<file path="config.mk">
export PLATFORM = sky130hd
export DESIGN_NAME = addsub_ccr_unit
export DESIGN_NICKNAME = d
export VERILOG_FILES = /design/src/rtl/addsub_ccr_unit.sv
export SDC_FILE = /design/constraint.sdc
export NUM_CORES = 1
export LEC_CHECK = 0
export BUFFER_PORTS_ARGS = -buffer_cell sky130_fd_sc_hd__buf_4
export CELL_PAD_IN_SITES_DETAIL_PLACEMENT = 0
export CELL_PAD_IN_SITES_GLOBAL_PLACEMENT = 1
export CORE_AREA = 2 2 183 131
export DETAILED_ROUTE_END_ITERATION = 8
export DIE_AREA = 0 0 185 133
export GPL_ROUTABILITY_DRIVEN = 1
export GPL_TIMING_DRIVEN = 0
export PLACE_DENSITY_LB_ADDON = 0.1
export REMOVE_ABC_BUFFERS = 1
export SLEW_MARGIN = 20
export SYNTH_ARGS = -nofsm -noshare
export SYNTH_HDL_FRONTEND = slang
export SYNTH_SLANG_ARGS = --single-unit
</file>
<file path="constraint.sdc">
create_clock -name vclk -period 4.6
set_clock_uncertainty 0.05 [all_clocks]
set_input_delay 0.23 -clock vclk [all_inputs]
set_output_delay 0.23 -clock vclk [all_outputs]
set_load 0.01 [all_outputs]
</file>
<file path="src/rtl/addsub_ccr_unit.sv">
module addsub_ccr_unit (
  input  logic [31:0] src_i,
  input  logic [31:0] dst_i,
  input  logic [1:0]  size_i,
  input  logic [2:0]  op_i,
  input  logic        x_i,
  input  logic        z_i,
  input  logic        areg_i,
  output logic [31:0] res_o,
  output logic [4:0]  ccr_o,
  output logic [4:0]  ccr_we_o
);
  logic        sub, ext, quick, cin, c, v, zf;
  logic [4:0]  sh;
  logic [31:0] srcv, a, b, r, m, sres, sx, ares;
  logic [32:0] wide;

  assign sub   = op_i[2];
  assign ext   = op_i[1:0] == 2'b11;
  assign quick = op_i[1:0] == 2'b10;
  assign srcv  = quick ? {28'd0, src_i[2:0] == 3'd0, src_i[2:0]} : src_i;

  always_comb begin
    case (size_i)
      2'b00:   sh = 5'd24;
      2'b01:   sh = 5'd16;
      default: sh = 5'd0;
    endcase
  end

  assign a   = dst_i << sh;
  assign b   = srcv << sh;
  assign cin = ext & x_i & ~areg_i;

  assign wide = sub ? ({1'b0, a} - {1'b0, b} - ({32'd0, cin} << sh))
                    : ({1'b0, a} + {1'b0, b} + ({32'd0, cin} << sh));
  assign r  = wide[31:0];
  assign c  = wide[32];
  assign v  = sub ? ((a[31] ^ b[31]) & (r[31] ^ a[31]))
                  : (~(a[31] ^ b[31]) & (r[31] ^ a[31]));
  assign zf = ext ? (z_i & (r == 32'd0)) : (r == 32'd0);

  assign m    = 32'hFFFF_FFFF >> sh;
  assign sres = (dst_i & ~m) | (r >> sh);

  always_comb begin
    case (size_i)
      2'b00:   sx = {{24{srcv[7]}}, srcv[7:0]};
      2'b01:   sx = {{16{srcv[15]}}, srcv[15:0]};
      default: sx = srcv;
    endcase
  end
  assign ares = sub ? dst_i - sx : dst_i + sx;

  assign res_o    = areg_i ? ares : sres;
  assign ccr_o    = {c, r[31], zf, v, c};
  assign ccr_we_o = areg_i ? 5'b00000 : 5'b11111;
endmodule


</file>
==> reports/results.ini, run 1 <==
[worst_setup_path]
start_kind=input pin
crit_arrival_ns=4.30
crit_path_end_kind=primary output
crit_type=in2out
cp_max_fo=5
required_ns=4.32

[timing]
fin_crit_ns=4.58
hold_slack_ns=0.775
fmax_mhz=218
finalSetupViolations=0
hold_viol_final=0
maxSlewViolCount=0
slew_headroom_pct=39.1
rsz0062_at_grt=true
timing.final.crit_share_pct=99.5
worst_pin_slew_ns=0.913

[grt]
grt_first_pass_wirelength_um=58700
grt_usage_pct=31.2
grt_pass1_vias=9603
grt_max_degree=68
grt.overflow.total=0
antenna_found_initial=1

[power_and_ir_drop]
vdd_drop_max_uv=119
power.total_uw=2850
cellPowerDensity_mw_per_mm2=236
leakagePower_uw=0.00542

[placed_design]
hpwl_um=30600
gp_congestion=0.964
place_area_mm2=0.0100
io_buffers=114
dp.cells=1718

[detailed_routing]
postRouteAntennaNets=0
num_vias=10800
viasPerCell=5.99
wl_per_cell_um=22.6
routed_wl_um=40800
firstDrtPassIters=6
drc_errors=0
drt_iter0_drc=1224

[final_layout]
num_antenna_cells=0
n_sequential_cell=0
finish.cell_count_without_fillers=1809
syn_to_final_growth_pct=33.8
nets=1725
final.fill_count=2324
fin_area_mm2=0.0121
layout-drive-gt1-share_pct=27.6
clock_buffers=0
regArea_um2=0
final_util_pct=52.4

[die]
ios=114
die-area_mm2=0.0246
die_w_um=185
std_cell_rows=47
start_util_pct=39.2
die_h_um=133
core_mm2=0.0231

[synth]
syn_area_per_cell_um2=6.67
yosysWarnings=0
synthXorXnorAreaFrac_pct=9.50
synth_area_mm2=0.00903
synth_fa_ha_area_share_pct=22.9
synth.top_cells.by_area=ha_1 21%, a21oi_1 7.3%, o21ai_0 6.3%, nand2_1 5.6%, xnor2_1 5.3%
ys_seq_area_share_pct=0
synth_top_family_by_area=compound AO/OA/AOI/OAI gates
yosysTopAreaCell=ha_1
yosys.area_share.simple_pct=22.7
yosysTopAreaCellShare_pct=20.9
synthCells=1354
synth.distinct_cells=77
synth.area.mux_share_pct=4.39
synth_compound_area_share_pct=33.0

[hold_path]
hold_class=in2out

[run]
maxCapViolCount=0

[run_status]
status=finished clean

[power by group]
group | leakage [uW] | switching (uW) | internal [uW] | total (uW)
clock network | 0 | 0 | 0 | 0
logic | 0.00542 | 1610 | 1230 | 2850
registers | 0 | 0 | 0 | 0
total | 0.00542 | 1610 | 1230 | 2850
[Yosys cell counts (11+ instances only)]
cell and number:
mux2i_1 34, or3_1 12, nor2b_1 16, buf_1 12, nor2_1 108, inv_1 99, nand4_1 14, ha_1 151
a21oi_1 131, o21ai_1 14, a31oi_1 16, a211oi_1 16, nand2_1 134, nor3_1 21, o21a_1 15, o21bai_1 11
xor2_1 43, clkbuf_1 47, a21o_1 37, o21ai_0 113, o211ai_1 12, and3_1 18, nand3_1 19, and2_1 31
xnor2_1 55
[cell usage in the layout (no fill, tap or decap), types with 16 or more instances in the layout]
master and count:
o21ai_1 22, a21oi_2 20, o21ai_2 16, a21oi_1 110, o21ai_0 86, inv_1 88, xnor2_1 53, nand2_1 127
nor2_1 102, ha_1 121, ha_4 19, mux2i_1 26, and3_1 18, buf_4 178, and2_1 25, xor2_1 42
a21o_1 37
[layer usage]
layer,vias up,wire length (um),GRT usage [%]
li1,5188,-,-
met1,4964,19900,51.4
met2,611,15500,41.6
met3,66,4090,3.19
met4,0,1320,7.28
met5,-,0,0
[worst paths after layout]
kind                    end  depth (start not counted)  slack [ns]      start
hold / removal    res_o[25]                          4        0.78  dst_i[25]
setup / recovery  res_o[27]                         22        0.02   src_i[0]
[critical path, cell delays in order]
cell and delay (ns):
buf_8 0.10, inv_4 0.05, ha_4 0.16, ha_4 0.16, mux2i_4 0.21, buf_6 0.16, buf_6 0.10, a21oi_1 0.07
xor2_1 0.19, ha_1 0.32, and2_4 0.15, a221o_1 0.33, o21a_1 0.24, o311a_1 0.37, o21ai_2 0.21, o211ai_1 0.15
a21o_1 0.18, a21o_1 0.19, xor2_2 0.19, a21oi_2 0.24, o21ai_2 0.11, buf_4 0.16
[per-stage QoR]
| step | setup TNS (ns) | setup slack (ns) |
|---|---|---|
| after floorplan | -1.40 | -0.199 |
| after global placement | -70.57 | -2.74 |
| after detailed placement | -59.21 | -2.16 |
| after CTS | 0 | 0.00367 |
| after global routing | -0.497 | -0.0883 |
| final | 0 | 0.0211 |
[final cells by class]
cell class	count	area [um^2]	share of cell area, %
Multi-Input combinational cell	1186	9430	78.0
Timing Repair Buffer	204	1830	15.1
Inverter	100	419	3.47
Tap cell	318	398	3.29
Timing Repair inverter	1	11.3	0.0931
[what timing repair did]
action                                  4_1_cts  5_1_grt
endpoints found under the hold margin         0        0
gates resized for setup                     134      149
endpoints found under the setup margin       37       27
cloned                                        6        4
buffers inserted                             39       42
pin swaps                                    39       86
hold buffers                                  0        0
[kinds of logic after synthesis]
group,after synthesis
AOI/OAI and AO/OA,463
xor gates and xnor gates,98
adders and majority gates,160
buffers and inverters,170
muxes,39
other,1
and+or+nand+nor,423
Note: power is estimated with default switching activity, not from simulation.
==> run 2: changes to the inputs <==
CELL_PAD_IN_SITES_DETAIL_PLACEMENT = not set   (was 0)
CELL_PAD_IN_SITES_GLOBAL_PLACEMENT = not set   (was 1)
PLACE_DENSITY_LB_ADDON = not set   (was 0.1)
==> run 2 against run 1 <==
Non-clock buffer count down 20; cell area decreased by 1.9%; maximum frequency grew 0.39%; hold slack got worse by 0.032 ns; first-iteration DRC count increased by 9.8%; die area is the same; core utilization decreased by 0.98 points; critical path type unchanged; highest routed layer unchanged.
==> reports/results.ini, run 2 (synthesis gave the netlist of run 1 again) <==
[grt]
grt_first_pass_wirelength_um=55100  ; was 58700 um
grt_max_degree=68  ; unchanged
grt_usage_pct=28.6  ; was 31.2%
grt.overflow.total=0  ; unchanged
antenna_found_initial=1  ; unchanged
grt_pass1_vias=9512  ; was 9603

[die]
core_mm2=0.0231  ; unchanged
ios=114  ; unchanged
die_w_um=185  ; unchanged
std_cell_rows=47  ; unchanged
start_util_pct=39.2  ; unchanged
die_h_um=133  ; unchanged
die-area_mm2=0.0246  ; unchanged

[worst_setup_path]
cp_top_family=simple AND/OR/NAND/NOR gates  ; was compound AO/OA/AOI/OAI gates
cp-startpoint=op_i[0]  ; was src_i[0]
slowest_delay_ns=0.56  ; was 0.37 ns
slowest_stage=or4_4  ; was o311a_1
start_kind=input pin  ; unchanged
crit_arrival_ns=4.28  ; was 4.30 ns
cp_max_fo=8  ; was 5
crit_chain=buf_4 -> nand2b_4 -> and2_4 -> buf_4 -> nand2_2 -> xnor2_1 -> ha_1 -> ha_4 -> or4_4 -> o221ai_4 -> and2_4 -> o21ai_1 -> xor2_1 -> mux2i_2 -> nor4b_4 -> and4_1 -> nand4_1 -> nor4_4 -> buf_4  ; was buf_8 -> inv_4 -> ha_4 -> ha_4 -> mux2i_4 -> buf_6 -> buf_6 -> a21oi_1 -> xor2_1 -> ha_1 -> and2_4 -> a221o_1 -> o21a_1 -> o311a_1 -> o21ai_2 -> o211ai_1 -> a21o_1 -> a21o_1 -> xor2_2 -> a21oi_2 -> o21ai_2 -> buf_4
cp_common_cell=buf_4
worst_setup_path_endpoint=ccr_o[2]  ; was res_o[27]
crit_path_end_kind=primary output  ; unchanged
cp.depth=19  ; was 22
crit_type=in2out  ; unchanged
path_buf_inv=3  ; was 5
required_ns=4.32  ; about the same

[final_layout]
final.fill_count=2304  ; was 2324
nets=1704  ; was 1725
clock_buffers=0  ; unchanged
final_cell_mix=161 x buf_4, 127 x nand2_1, 124 x ha_1  ; was 178 x buf_4, 127 x nand2_1, 121 x ha_1
fin_area_mm2=0.0119  ; was 0.0121 mm^2
layout-drive-gt1-share_pct=25.9  ; was 27.6%
layout_commonest_cell=buf_4  ; unchanged
syn_to_final_growth_pct=31.3  ; was 33.8%
n_sequential_cell=0  ; unchanged
finish.cell_count_without_fillers=1789  ; was 1809
regArea_um2=0  ; unchanged

[detailed_routing]
drc_errors=0  ; unchanged
postRouteAntennaNets=0  ; unchanged
viasPerCell=6.13  ; was 5.99
firstDrtPassIters=5  ; was 6
num_vias=11000  ; was 10800
routed_wl_um=38700  ; was 40800 um
drt_iter0_drc=1344  ; was 1224
wl_per_cell_um=21.6  ; was 22.6 um

[timing]
fin_crit_ns=4.56  ; was 4.58 ns
maxSlewViolCount=0  ; unchanged
finalSetupViolations=0  ; unchanged
hold_viol_final=0  ; unchanged
fmax_mhz=219  ; was 218 MHz
slew_headroom_pct=41.9  ; was 39.1%
worst_pin_slew_ns=0.872  ; was 0.913 ns
rsz0062_at_grt=true  ; unchanged
timing.final.crit_share_pct=99.2  ; was 99.5%
tns_ns=0  ; unchanged
hold_slack_ns=0.743  ; was 0.775 ns

[placed_design]
hpwl_um=28500  ; was 30600 um
gp_congestion=0.968  ; was 0.964
io_buffers=114  ; unchanged
place_area_mm2=0.0100  ; unchanged
dp.cells=1718  ; unchanged

[run]
maxCapViolCount=0  ; unchanged

[hold_path]
hold_class=in2out  ; unchanged

[power_and_ir_drop]
clock_power_share_pct=0  ; about the same
cellPowerDensity_mw_per_mm2=230  ; was 236 mW/mm^2
pwr-share-comb_pct=100.0  ; about the same
vdd_drop_max_uv=121  ; was 119 uV
internal_power_uw=1160  ; was 1230 uW
power.total_uw=2730  ; was 2850 uW
leakagePower_uw=0.00530  ; was 0.00542 uW
p_sw_share_pct=57.3  ; was 56.7%
power.switching_uw=1570  ; was 1610 uW
seq_power_share_pct=0  ; about the same

[cts]
cts_hold_buffers=0  ; unchanged

[run_status]
status=finished clean  ; unchanged

## run 2: changes by cell type in the layout (fill, tap and decap cells not counted), moves of 3 or more
cell | previous run | this run
mux2i_2 | 2 | 5
buf_4 | 178 | 161
a211oi_2 | 5 | 2
ha_1 | 121 | 124
o21ai_2 | 16 | 11
a211oi_1 | 10 | 13
o21ai_0 | 86 | 83
o21a_1 | 15 | 12
o21ai_1 | 22 | 28
buf_8 | 3 | 0
## run 2: how the worst min path moves through the flow
stage | from | depth (start not counted) | end
after floorplan | areg_i | 1 | res_o[2]
after global placement | dst_i[25] | 4 | res_o[25]
after detailed placement | dst_i[25] | 4 | res_o[25]
after CTS | dst_i[25] | 4 | res_o[25]
after global routing | areg_i | 3 | ccr_we_o[1]
final | areg_i | 3 | ccr_we_o[3]
## run 2: final cells by class
class	instances	area, um^2	share of cell area (%)
Multi-Input combinational cell	1186	9400	79.3
Timing Repair Buffer	184	1650	13.9
Inverter	100	413	3.48
Tap cell	318	398	3.35
Antenna cell	1	2.50	0.0211
## run 2: power by group through the flow
| stage | clock [uW] | combinational (uW) | sequential [uW] |
|---|---|---|---|
| 4_1_cts | 0 | 2430 | 0 |
| 3_3_place_gp | 0 | 2160 | 0 |
| 6_report | 0.0000175 | 2730 | 0 |
| 5_1_grt | 0 | 2900 | 0 |
| 2_1_floorplan | 0 | 1440 | 0 |
| 3_5_place_dp | 0 | 2160 | 0 |
## run 2: routing by layer
| metal | part of all wire, % | GRT usage (%) | vias to the layer above |
|---|---|---|---|
| li1 | - | - | 5134 |
| met1 | 46 | 45.7 | 5074 |
| met2 | 40 | 39.3 | 656 |
| met3 | 11 | 3.11 | 98 |
| met4 | 3.7 | 7.76 | 0 |
| met5 | 0 | 0 | - |
## run 2: timing repair
action                     in CTS  in global routing
setup endpoints to repair      37                 32
pin swaps                      44                 73
buffers inserted               33                 27
gates resized for setup       124                145
cloned                          5                  5
## run 2: metrics by stage
step | worst slack [ns] | util (%)
floorplan | -0.199 | -
global placement | -2.22 | 43.3
detailed placement | -2.02 | 43.5
CTS | -0.0310 | 47.4
global route | -0.102 | 51.5
finish | 0.0389 | 51.5
